==> config.mk <==
export PLATFORM = sky130hd
export DESIGN_NAME = hotswap_ctrl
export DESIGN_NICKNAME = d
export VERILOG_FILES = /design/src/rtl/hs_pkg.sv /design/src/rtl/hs_pin_edges.sv /design/src/rtl/hs_tick_timer.sv /design/src/rtl/hs_seq_fsm.sv /design/src/rtl/hs_fault_log.sv /design/src/rtl/hotswap_ctrl.sv
export SDC_FILE = /design/constraint.sdc
export NUM_CORES = 1
export LEC_CHECK = 0
export ABC_AREA = 1
export CORE_MARGIN = 5
export CORE_UTILIZATION = 45
export DETAILED_ROUTE_END_ITERATION = 10
export DONT_BUFFER_PORTS = 1
export GPL_TIMING_DRIVEN = 0
export HOLD_SLACK_MARGIN = 0.06
export SETUP_SLACK_MARGIN = 0.15
export SYNTH_ARGS = -nofsm -noshare
export SYNTH_HDL_FRONTEND = slang
export SYNTH_SLANG_ARGS = --single-unit
==> constraint.sdc <==
create_clock -name clk -period 2.65 [get_ports clk]
set_input_delay 0.795 -clock clk [delete_from_list [all_inputs] [get_ports clk]]
set_output_delay 0.795 -clock clk [all_outputs]
set_load 0.01 [all_outputs]
==> src/rtl/hs_pkg.sv <==
`timescale 1ns/1ps
package hs_pkg;

    localparam int FLT_W  = 5;
    localparam int CTRL_W = 4;
    localparam int WR_W   = FLT_W;

    localparam int F_OV = 0;
    localparam int F_UV = 1;
    localparam int F_OC = 2;
    localparam int F_PB = 3;
    localparam int F_EN = 4;

    typedef enum logic [2:0] {
        ST_PWRUP,
        ST_OFF,
        ST_START,
        ST_ON,
        ST_RETRY
    } hs_state_e;

    typedef enum logic [1:0] {
        GP_LOW_ON_BAD  = 2'b00,
        GP_LOW_ON_GOOD = 2'b01,
        GP_RELEASE     = 2'b10,
        GP_FORCE_LOW   = 2'b11
    } hs_gpio_mode_e;

    typedef enum logic [1:0] {
        SEL_CTRL  = 2'd0,
        SEL_MASK  = 2'd1,
        SEL_FAULT = 2'd2
    } hs_sel_e;

    typedef struct packed {
        logic [1:0] gpio_mode;
        logic       autoretry;
        logic       fet_on;
    } hs_ctrl_t;

    typedef struct packed {
        logic oc_evt;
        logic retry_done;
        logic pwrup_done;
    } hs_seq_evt_t;

    function automatic logic gpio_pull(input logic [1:0] mode, input logic pg);
        case (hs_gpio_mode_e'(mode))
            GP_LOW_ON_BAD:  return ~pg;
            GP_LOW_ON_GOOD: return pg;
            GP_RELEASE:     return 1'b0;
            default:        return 1'b1;
        endcase
    endfunction

    function automatic logic gate_stage(input hs_state_e st);
        return (st == ST_START) || (st == ST_ON);
    endfunction

endpackage

==> src/rtl/hs_pin_edges.sv <==
`timescale 1ns/1ps
module hs_pin_edges #(
    parameter int N = 2
) (
    input  logic         clk,
    input  logic         rst,
    input  logic [N-1:0] pins,
    output logic [N-1:0] rise,
    output logic [N-1:0] fall
);
    logic [N-1:0] prev_q;

    // During reset the history follows the pins, so release brings no edge.
    always_ff @(posedge clk) begin
        prev_q <= pins;
    end

    for (genvar i = 0; i < N; i++) begin : g_edge
        assign rise[i] = pins[i] & ~prev_q[i] & ~rst;
        assign fall[i] = ~pins[i] & prev_q[i] & ~rst;
    end
endmodule

==> src/rtl/hs_tick_timer.sv <==
`timescale 1ns/1ps
module hs_tick_timer #(
    parameter int CNT_W = 8
) (
    input  logic             clk,
    input  logic             rst,
    input  logic             tick,
    input  logic             run,
    input  logic             clr,
    input  logic [CNT_W-1:0] limit,
    output logic             done
);
    logic [CNT_W-1:0] cnt_q;

    assign done = run & tick & (cnt_q == limit - CNT_W'(1));

    always_ff @(posedge clk) begin
        if (rst || clr) begin
            cnt_q <= '0;
        end else if (run && tick) begin
            cnt_q <= cnt_q + CNT_W'(1);
        end
    end
endmodule

==> src/rtl/hs_seq_fsm.sv <==
`timescale 1ns/1ps
module hs_seq_fsm
    import hs_pkg::*;
(
    input  logic        clk,
    input  logic        rst,
    input  logic        gate_req,
    input  logic        ilim_flag,
    input  logic        short_flag,
    input  logic        uv_reset,
    input  logic        autoretry,
    input  logic        tmr_done,
    output hs_state_e   state,
    output logic        tmr_run,
    output logic        tmr_clr,
    output logic        tmr_long,
    output hs_seq_evt_t evt
);
    hs_state_e state_n;
    hs_state_e oc_dest;

    assign oc_dest = autoretry ? ST_RETRY : ST_OFF;

    always_comb begin
        state_n = state;
        evt     = '0;
        unique case (state)
            ST_PWRUP: begin
                if (tmr_done) begin
                    state_n        = ST_OFF;
                    evt.pwrup_done = 1'b1;
                end
            end
            ST_OFF: begin
                if (gate_req) state_n = ST_START;
            end
            ST_START: begin
                if (short_flag) begin
                    evt.oc_evt = 1'b1;
                    state_n    = oc_dest;
                end else if (!gate_req) begin
                    state_n = ST_OFF;
                end else if (tmr_done) begin
                    if (ilim_flag) begin
                        evt.oc_evt = 1'b1;
                        state_n    = oc_dest;
                    end else begin
                        state_n = ST_ON;
                    end
                end
            end
            ST_ON: begin
                if (short_flag) begin
                    evt.oc_evt = 1'b1;
                    state_n    = oc_dest;
                end else if (!gate_req) begin
                    state_n = ST_OFF;
                end
            end
            ST_RETRY: begin
                if (uv_reset) begin
                    state_n = ST_OFF;
                end else if (tmr_done) begin
                    state_n        = ST_OFF;
                    evt.retry_done = 1'b1;
                end
            end
            default: state_n = ST_OFF;
        endcase
    end

    assign tmr_run  = (state == ST_PWRUP) || (state == ST_START) || (state == ST_RETRY);
    assign tmr_long = (state == ST_RETRY);
    assign tmr_clr  = (state_n != state);

    always_ff @(posedge clk) begin
        if (rst) state <= ST_PWRUP;
        else     state <= state_n;
    end
endmodule

==> src/rtl/hs_fault_log.sv <==
`timescale 1ns/1ps
module hs_fault_log
    import hs_pkg::*;
(
    input  logic             clk,
    input  logic             rst,
    input  logic             wr_en,
    input  logic [FLT_W-1:0] wr_keep,
    input  logic             clr_soft,
    input  logic             clr_hard,
    input  logic [FLT_W-1:0] set_vec,
    output logic [FLT_W-1:0] fault_q
);
    logic [FLT_W-1:0] fault_n;

    // Order: software clear, pin clear, new events, deep reset.
    always_comb begin
        fault_n = fault_q;
        if (wr_en)    fault_n = fault_n & wr_keep;
        if (clr_soft) fault_n = '0;
        fault_n = fault_n | set_vec;
        if (clr_hard) fault_n = '0;
    end

    always_ff @(posedge clk) begin
        if (rst) fault_q <= '0;
        else     fault_q <= fault_n;
    end
endmodule

==> src/rtl/hotswap_ctrl.sv <==
`timescale 1ns/1ps
module hotswap_ctrl
    import hs_pkg::*;
#(
    parameter int START_TICKS = 100,
    parameter int RETRY_MULT  = 50
) (
    input  logic                      clk,
    input  logic                      rst,
    input  logic                      tick,
    input  logic                      on_pin,
    input  logic                      brd_off,
    input  logic                      uv_flag,
    input  logic                      ov_flag,
    input  logic                      pg_flag,
    input  logic                      ilim_flag,
    input  logic                      short_flag,
    input  logic                      uv_reset,
    input  logic                      reg_wr,
    input  logic [1:0]                reg_sel,
    input  logic [hs_pkg::WR_W-1:0]   reg_wdata,
    output logic                      gate_en,
    output logic                      alert_n,
    output logic                      gpio_low,
    output logic [hs_pkg::FLT_W-1:0]  fault_q,
    output logic [hs_pkg::CTRL_W-1:0] ctrl_q
);
    localparam int RETRY_TICKS = START_TICKS * RETRY_MULT;
    localparam int CNT_W       = $clog2(RETRY_TICKS + 1);
    localparam int PIN_ON      = 0;
    localparam int PIN_EN      = 1;

    logic [1:0]       pin_rise, pin_fall;
    hs_ctrl_t         ctrl_r, ctrl_n;
    logic [FLT_W-1:0] mask_r;
    logic [FLT_W-1:0] set_vec;
    hs_state_e        state;
    hs_seq_evt_t      evt;
    logic             gate_req;
    logic             tmr_run, tmr_clr, tmr_long, tmr_done;
    logic [CNT_W-1:0] tmr_limit;
    logic             on_rise, on_fall, en_fall, en_change;

    hs_pin_edges #(.N(2)) u_edges (
        .clk  (clk),
        .rst  (rst),
        .pins ({brd_off, on_pin}),
        .rise (pin_rise),
        .fall (pin_fall)
    );

    assign on_rise   = pin_rise[PIN_ON];
    assign on_fall   = pin_fall[PIN_ON];
    assign en_fall   = pin_fall[PIN_EN];
    assign en_change = pin_rise[PIN_EN] | pin_fall[PIN_EN];

    assign gate_req = ctrl_r.fet_on & ~brd_off & ~ov_flag & ~uv_flag & ~uv_reset;

    hs_seq_fsm u_fsm (
        .clk        (clk),
        .rst        (rst),
        .gate_req   (gate_req),
        .ilim_flag  (ilim_flag),
        .short_flag (short_flag),
        .uv_reset   (uv_reset),
        .autoretry  (ctrl_r.autoretry),
        .tmr_done   (tmr_done),
        .state      (state),
        .tmr_run    (tmr_run),
        .tmr_clr    (tmr_clr),
        .tmr_long   (tmr_long),
        .evt        (evt)
    );

    assign tmr_limit = tmr_long ? CNT_W'(RETRY_TICKS) : CNT_W'(START_TICKS);

    hs_tick_timer #(.CNT_W(CNT_W)) u_timer (
        .clk   (clk),
        .rst   (rst),
        .tick  (tick),
        .run   (tmr_run),
        .clr   (tmr_clr),
        .limit (tmr_limit),
        .done  (tmr_done)
    );

    always_comb begin
        set_vec       = '0;
        set_vec[F_OV] = ov_flag;
        set_vec[F_UV] = uv_flag;
        set_vec[F_OC] = evt.oc_evt;
        set_vec[F_PB] = (state == ST_ON) & ~pg_flag;
        set_vec[F_EN] = en_change;
    end

    hs_fault_log u_faults (
        .clk      (clk),
        .rst      (rst),
        .wr_en    (reg_wr && (reg_sel == SEL_FAULT)),
        .wr_keep  (reg_wdata),
        .clr_soft (on_fall | en_fall),
        .clr_hard (uv_reset),
        .set_vec  (set_vec),
        .fault_q  (fault_q)
    );

    // Later lines take priority: pins over software, sequencer over pins.
    always_comb begin
        ctrl_n = ctrl_r;
        if (reg_wr && (reg_sel == SEL_CTRL)) ctrl_n = hs_ctrl_t'(reg_wdata[CTRL_W-1:0]);
        if (on_rise)        ctrl_n.fet_on = 1'b1;
        if (on_fall)        ctrl_n.fet_on = 1'b0;
        if (en_fall)        ctrl_n.fet_on = on_pin;
        if (evt.pwrup_done) ctrl_n.fet_on = on_pin;
        if (evt.oc_evt)     ctrl_n.fet_on = 1'b0;
        if (evt.retry_done) ctrl_n.fet_on = 1'b1;
    end

    always_ff @(posedge clk) begin
        if (rst) begin
            ctrl_r <= '0;
            mask_r <= '0;
        end else begin
            ctrl_r <= ctrl_n;
            if (reg_wr && (reg_sel == SEL_MASK)) mask_r <= reg_wdata;
        end
    end

    assign ctrl_q   = ctrl_r;
    assign gate_en  = gate_stage(state);
    assign alert_n  = ~|(fault_q & mask_r);
    assign gpio_low = gpio_pull(ctrl_r.gpio_mode, pg_flag);
endmodule

==> impl_metrics.py, run 1 <==
metrics = {
    "cells_and_area": {
        "area_growth_pct": 8.33,
        "diodes": 0,
        "fin_nets": 270,
        "regArea_um2": 641,
        "multi_input_area_um2": 982,
        "drive_gt1_share_pct": 15.5,
        "final_area_mm2": 0.00192,
        "fillers": 414,
    },
    "sta": {
        "period_share_pct": 78.6,
        "max-slew-margin-rel_pct": 57.3,
        "layout_min_cycle_time_ps": 2080,
        "hold_viol": 0,
        "worst_pin_slew_ps": 635,
        "whs_ps": 487,
        "clock_skew_ps": 7.21,
        "setup_violations": 0,
        "slew_viol_final": 0,
        "setup_ws_ps": 568,
        "setup_tns_ps": 0,
        "grt_setup_unrepaired": "no",
        "max_clock_freq_mhz": 480,
    },
    "clocking": {
        "clock_latency_ps": 280,
        "cts_tree": "yes",
        "htreeDepth": 2,
        "cts.clk_slew.worst_paths_ps": 70,
        "postCtsSetupBuffers": 0,
        "cts_max_path_buffers": 2,
        "cts-root-buf": "clkbuf_8",
        "cts_buffers": 5,
        "cts_hold_repair.buffers": 0,
        "ctsResizeCount": 0,
        "cts.sinks": 32,
    },
    "place": {
        "dpl_cell_area_mm2": 0.00183,
        "portBuffers": 0,
        "place_congestion": 0.826,
        "dpl.hpwl_mm": 3.08,
        "place_ws_ps": 321,
    },
    "grt": {
        "grt.total_usage_pct": 16.6,
        "globalRouteOverflowTotal": 0,
        "grt_pass1_vias": 1519,
        "grt_max_degree": 12,
        "grt_pass1_wl_mm": 6.91,
        "antenna_found_initial": 0,
    },
    "critical_path": {
        "crit_start": "u_faults.fault_q[2]$_SDFF_PP0_",
        "required_ps": 1860,
        "crit_family": "compound AO/OA/AOI/OAI gates",
        "worst_path_max_delay_cell": "a211oi_1",
        "critPathLaunchType": "register",
        "crit_chain": "a22o_1, a211oi_1",
        "cpPeakStageDelay_ps": 410,
        "end_kind": "output port",
        "cp.arrival_ps": 1290,
        "cp_max_fo": 3,
        "path_buf_inv": 0,
        "r2r-end": "u_timer.cnt_q[5]$_SDFFE_PP0P_",
        "path_depth": 2,
        "rr_worst_depth": 11,
        "reg2reg_slack_ps": 620,
        "crit_end": "alert_n",
        "rr_startpoint": "u_timer.cnt_q[0]$_SDFFE_PP0P_",
        "worst-setup-path-type": "register to output port",
    },
    "yosys": {
        "synth_area_per_cell_um2": 7.30,
        "ys_seq_area_share_pct": 36.1,
        "synth_top_family_by_area": "simple AND/OR/NAND/NOR gates",
        "synth-compound-area-share_pct": 12.1,
        "synth_fa_ha_area_share_pct": 0.706,
        "syn_nets": 263,
        "yosys.area_share.simple_pct": 35.1,
        "syn-cell-area_mm2": 0.00177,
        "ys_ff_latch": 32,
        "syn_inst": 243,
        "synth_xor_area_share_pct": 6.42,
        "yosysWarnings": 0,
        "synth.distinct_cells": 35,
        "muxShareOfSynthArea_pct": 1.13,
    },
    "route": {
        "final_antenna_net_count": 0,
        "drtIter0Drc": 139,
        "met1_length_mm": 1.88,
        "routed-wl-met2_mm": 1.66,
        "vias": 1503,
        "routed_wirelength_mm": 3.90,
        "drt_pass1_iterations": 4,
        "routed.top_layer": "met4",
        "dr_wl_met3_um": 296,
        "via_per_inst": 5.03,
        "wl_per_cell_um": 13.0,
        "drc_errors": 0,
    },
    "pwr": {
        "power.leakage_nw": 0.802,
        "power_mw": 0.941,
        "p_per_area_mw_per_mm2": 490,
        "ir_drop_mv": 0.313,
    },
    "die": {
        "start_util_pct": 47.4,
        "coreArea_mm2": 0.00374,
        "std_cell_rows": 22,
        "die_x_um": 72.8,
        "die_area_mm2": 0.00530,
        "die_h_um": 72.8,
        "ios": 31,
    },
    "run": {
        "maxCapViolations": 0,
    },
    "worst_hold_path": {
        "holdCritPathClass": "register to register",
    },
    "run_status": {
        "status": "finished, final reports clean",
    },
}
metrics by stage:
step | std cells | utilization [%]
floorplan | 243 | -
finish | 299 | 51.3
CTS | 299 | 51.3
detailed placement | 291 | 49.0
global route | 299 | 51.3
global placement | 291 | 49.0
worst min-delay path by stage:
| stage | start | to | slack (ps) | depth (start not counted) |
|---|---|---|---|---|
| floorplan | mask_r[0]$_SDFFE_PP0P_ | mask_r[0]$_SDFFE_PP0P_ | 460 | 2 |
| global placement | mask_r[4]$_SDFFE_PP0P_ | mask_r[4]$_SDFFE_PP0P_ | 470 | 2 |
| detailed placement | mask_r[2]$_SDFFE_PP0P_ | mask_r[2]$_SDFFE_PP0P_ | 470 | 2 |
| CTS | mask_r[4]$_SDFFE_PP0P_ | mask_r[4]$_SDFFE_PP0P_ | 490 | 2 |
| global route | brd_off | u_edges.prev_q[1]$_DFF_P_ | 510 | 0 |
| finish | mask_r[4]$_SDFFE_PP0P_ | mask_r[4]$_SDFFE_PP0P_ | 490 | 2 |
synthesized netlist by cell type, drive strengths merged:
cell type	n	share of area, %
mux2i	2	1.1
nor2	51	13
nand4	6	2.5
xnor2	1	0.49
a22o	2	0.99
nand3	18	6.9
nor3	6	2.0
a21boi	1	0.64
a211oi	1	0.42
nor3b	1	0.71
nor4	1	0.71
ha	1	0.71
dfxtp	32	36
o211ai	5	2.1
buf	2	1.1
o21ai	11	3.1
a31oi	1	0.35
a21oi	12	4.0
nand2	41	9.4
o21bai	1	0.42
xor2	12	5.9
clkbuf	1	0.21
inv	34	7.2
final cells by class:
class                      instances  share of cell area, %
tap                               48                   3.13
clock inverter                     3                  0.977
clock buffer                       5                   3.58
multi-input combinational        174                   51.1
sequential                        32                   33.4
inverter                          34                   6.64
buffer                             3                   1.17
layout by cell type, fill, tap and decap left out, drive strengths merged, types with 2 or more instances in the layout:
master | netlist | routed
nand4 | 6 | 6
nor3 | 6 | 6
clkinv | 0 | 3
nor2 | 51 | 51
nand2 | 41 | 41
o211ai | 5 | 5
a22o | 2 | 2
clkbuf | 1 | 6
dfxtp | 32 | 32
xor2 | 12 | 12
nand3 | 18 | 18
inv | 34 | 34
mux2i | 2 | 2
a21oi | 12 | 12
o21ai | 11 | 11
buf | 2 | 2
worst reg2reg max path: cells and delay by family (launching register included):
family	cells	cell delay [ps]
flip-flops	1	380
AO/OA/AOI/OAI	1	210
AND/OR/NAND/NOR	8	960
adder cells (fa/ha/maj)	1	180
buffers and inverters	1	190
power by group:
group / switching (mW) / total, mW / internal (mW)
registers: 0.0140 / 0.509 / 0.495
clock network: 0.189 / 0.372 / 0.183
logic: 0.0363 / 0.0595 / 0.0232
total: 0.239 / 0.941 / 0.701
layer usage:
metal	GRT usage, %	up-vias
li1	-	794
met2	24.7	41
met1	22.4	661
met4	5.53	0
met3	5.65	7
met5	0	-
registers in the layout, indices dropped and copies added (netlist names):
| signal | flops |
|---|---|
| u_timer.cnt_q | 13 |
| u_fsm.state | 3 |
| u_edges.prev_q | 2 |
| mask_r | 5 |
| u_faults.fault_q | 5 |
| ctrl_q | 4 |
logic make-up after synthesis:
group	count (synthesis)
AOI/OAI and AO/OA	34
xor gates and xnor gates	13
adders and majority gates	1
buffers and inverters	37
DFF	32
muxes	2
and+or+nand+nor	124
Power figures use the tool's default switching activity.
==> inputs of run 2 (changes only) <==
==> constraint.sdc (replaced) <==
create_clock -name clk -period 2.1 [get_ports clk]
set_input_delay 0.63 -clock clk [delete_from_list [all_inputs] [get_ports clk]]
set_output_delay 0.63 -clock clk [all_outputs]
set_load 0.01 [all_outputs]
==> impl_metrics.py, run 2 (same netlist as run 1, synthesis figures left out) <==
metrics = {
    "clocking": {
        "cts.clk_slew.worst_paths_ps": 70,
        "cts-root-buf": "clkbuf_8",
        "clock_latency_ps": 290,
        "cts.sinks": 32,
        "cts_max_path_buffers": 2,
        "cts_tree": "yes",
        "cts_buffers": 5,
        "cts_hold_repair.buffers": 0,
        "htreeDepth": 2,
    },
    "pwr": {
        "ir_drop_mv": 0.398,
        "power_mw": 1.22,
        "power.leakage_nw": 0.901,
        "p_per_area_mw_per_mm2": 559,
    },
    "grt": {
        "grt_use_met2_pct": 26.0,
        "globalRouteOverflowTotal": 0,
        "grt_pass1_vias": 1588,
        "grt_max_degree": 12,
        "top_usage_layer": "met2",
        "grt.total_usage_pct": 17.1,
        "antenna_found_initial": 0,
        "use_met3_pct": 5.65,
        "grt_pass1_wl_mm": 7.13,
        "met1_usage_pct": 22.9,
    },
    "cells_and_area": {
        "area_growth_pct": 23.3,
        "fin_nets": 281,
        "final_area_mm2": 0.00219,
        "diodes": 0,
        "layout_common_cells": "nand2_1, nor2_1, inv_1",
        "largest_register_ffs": 13,
        "fin_util_pct": 58.4,
        "fillers": 384,
        "drive_gt1_share_pct": 28.6,
        "regMostFlops": "u_timer.cnt_q",
        "layout_commonest_cell": "nand2_1",
        "reg_top3": "u_timer.cnt_q x13, mask_r x5, u_faults.fault_q x5",
    },
    "sta": {
        "max_clock_freq_mhz": 521,
        "setup_violations": 0,
        "hold_viol": 0,
        "clock_skew_ps": 7.71,
        "worst_pin_slew_ps": 634,
        "slew_viol_final": 0,
        "grt_setup_unrepaired": "yes",
        "max-slew-margin-rel_pct": 57.4,
        "period_share_pct": 91.4,
        "setup_tns_ps": 0,
        "layout_min_cycle_time_ps": 1920,
        "whs_ps": 363,
    },
    "die": {
        "start_util_pct": 47.4,
        "die_x_um": 72.8,
        "ios": 31,
        "std_cell_rows": 22,
        "coreArea_mm2": 0.00374,
        "die_area_mm2": 0.00530,
        "die_h_um": 72.8,
    },
    "run_status": {
        "status": "finished, final reports clean",
    },
    "run": {
        "maxCapViolations": 0,
    },
    "route": {
        "drt_pass1_iterations": 4,
        "final_antenna_net_count": 0,
        "routed_wirelength_mm": 4.17,
        "drc_errors": 0,
        "vias": 1588,
        "wl_per_cell_um": 13.4,
        "drtIter0Drc": 94,
        "via_per_inst": 5.12,
    },
    "place": {
        "dpl.hpwl_mm": 3.08,
        "portBuffers": 0,
        "dpl_cell_area_mm2": 0.00183,
        "place_congestion": 0.826,
    },
    "critical_path": {
        "worst-setup-path-type": "register to register",
        "end_kind": "register",
        "critPathLaunchType": "register",
        "cp.arrival_ps": 2140,
        "cp_max_fo": 5,
        "required_ps": 2320,
    },
    "worst_hold_path": {
        "holdCritPathClass": "input port to register",
    },
}
run 2: cell type report:
| cell class | instances | area (um^2) | area share, % |
|---|---|---|---|
| well taps | 48 | 60.1 | 2.75 |
| plain buffers | 3 | 31.3 | 1.43 |
| clock inverters | 3 | 18.8 | 0.859 |
| repair buffers | 11 | 119 | 5.44 |
| clock buffers | 5 | 68.8 | 3.15 |
| inverters | 34 | 130 | 5.95 |
| flip-flops and latches | 32 | 666 | 30.5 |
| multi-input cells | 174 | 1090 | 50.0 |
run 2: critical path, stage by stage, from the launching register on:
cell and delay [ps]:
dfxtp_4 380, nand2_4 90, nand4_4 110, nor2_4 190, nand3_4 120, a21oi_4 150
nand2_1 70, nand2_1 60, nand2_1 60, nor2_2 160, nand3_4 100, bufbuf_16 280
nor2_2 80
run 2: worst paths after layout:
| path | start | to | depth (start not counted) | slack, ps |
|---|---|---|---|---|
| setup reg to reg | u_fsm.state[1]$_SDFF_PP0_ | u_timer.cnt_q[7]$_SDFFE_PP0P_ | 12 | 180 |
| setup / recovery | u_fsm.state[1]$_SDFF_PP0_ | u_timer.cnt_q[7]$_SDFFE_PP0P_ | 12 | 180 |
| hold reg to reg | mask_r[0]$_SDFFE_PP0P_ | mask_r[0]$_SDFFE_PP0P_ | 2 | 490 |
| hold / removal | brd_off | u_edges.prev_q[1]$_DFF_P_ | 0 | 360 |
run 2: report_power, final:
part | internal (mW) | switching, mW
Sequential | 0.621 | 0.0190
Clock | 0.231 | 0.243
Combinational | 0.0516 | 0.0553
Total | 0.903 | 0.318
run 2: repair_timing:
action                     in CTS  in global routing
pin swaps                       6                 14
setup buffers                   5                  5
gates cloned                    1                  0
setup endpoints to repair      11                 13
hold endpoints to repair        0                  0
resized for setup              17                 30
run 2: stage by stage:
stage	setup WS, ps	std cells
after global placement	-57.2	291
after global routing	58.6	310
after detailed placement	-64.0	291
after floorplan	217	243
after CTS	152	305
final	180	310
run 2: per-layer routing:
metal  vias to the layer above  share of wire, %
met5                         -                 0
met1                       723                48
met4                         0               1.5
met2                        37                44
li1                        821                 -
met3                         7               6.9
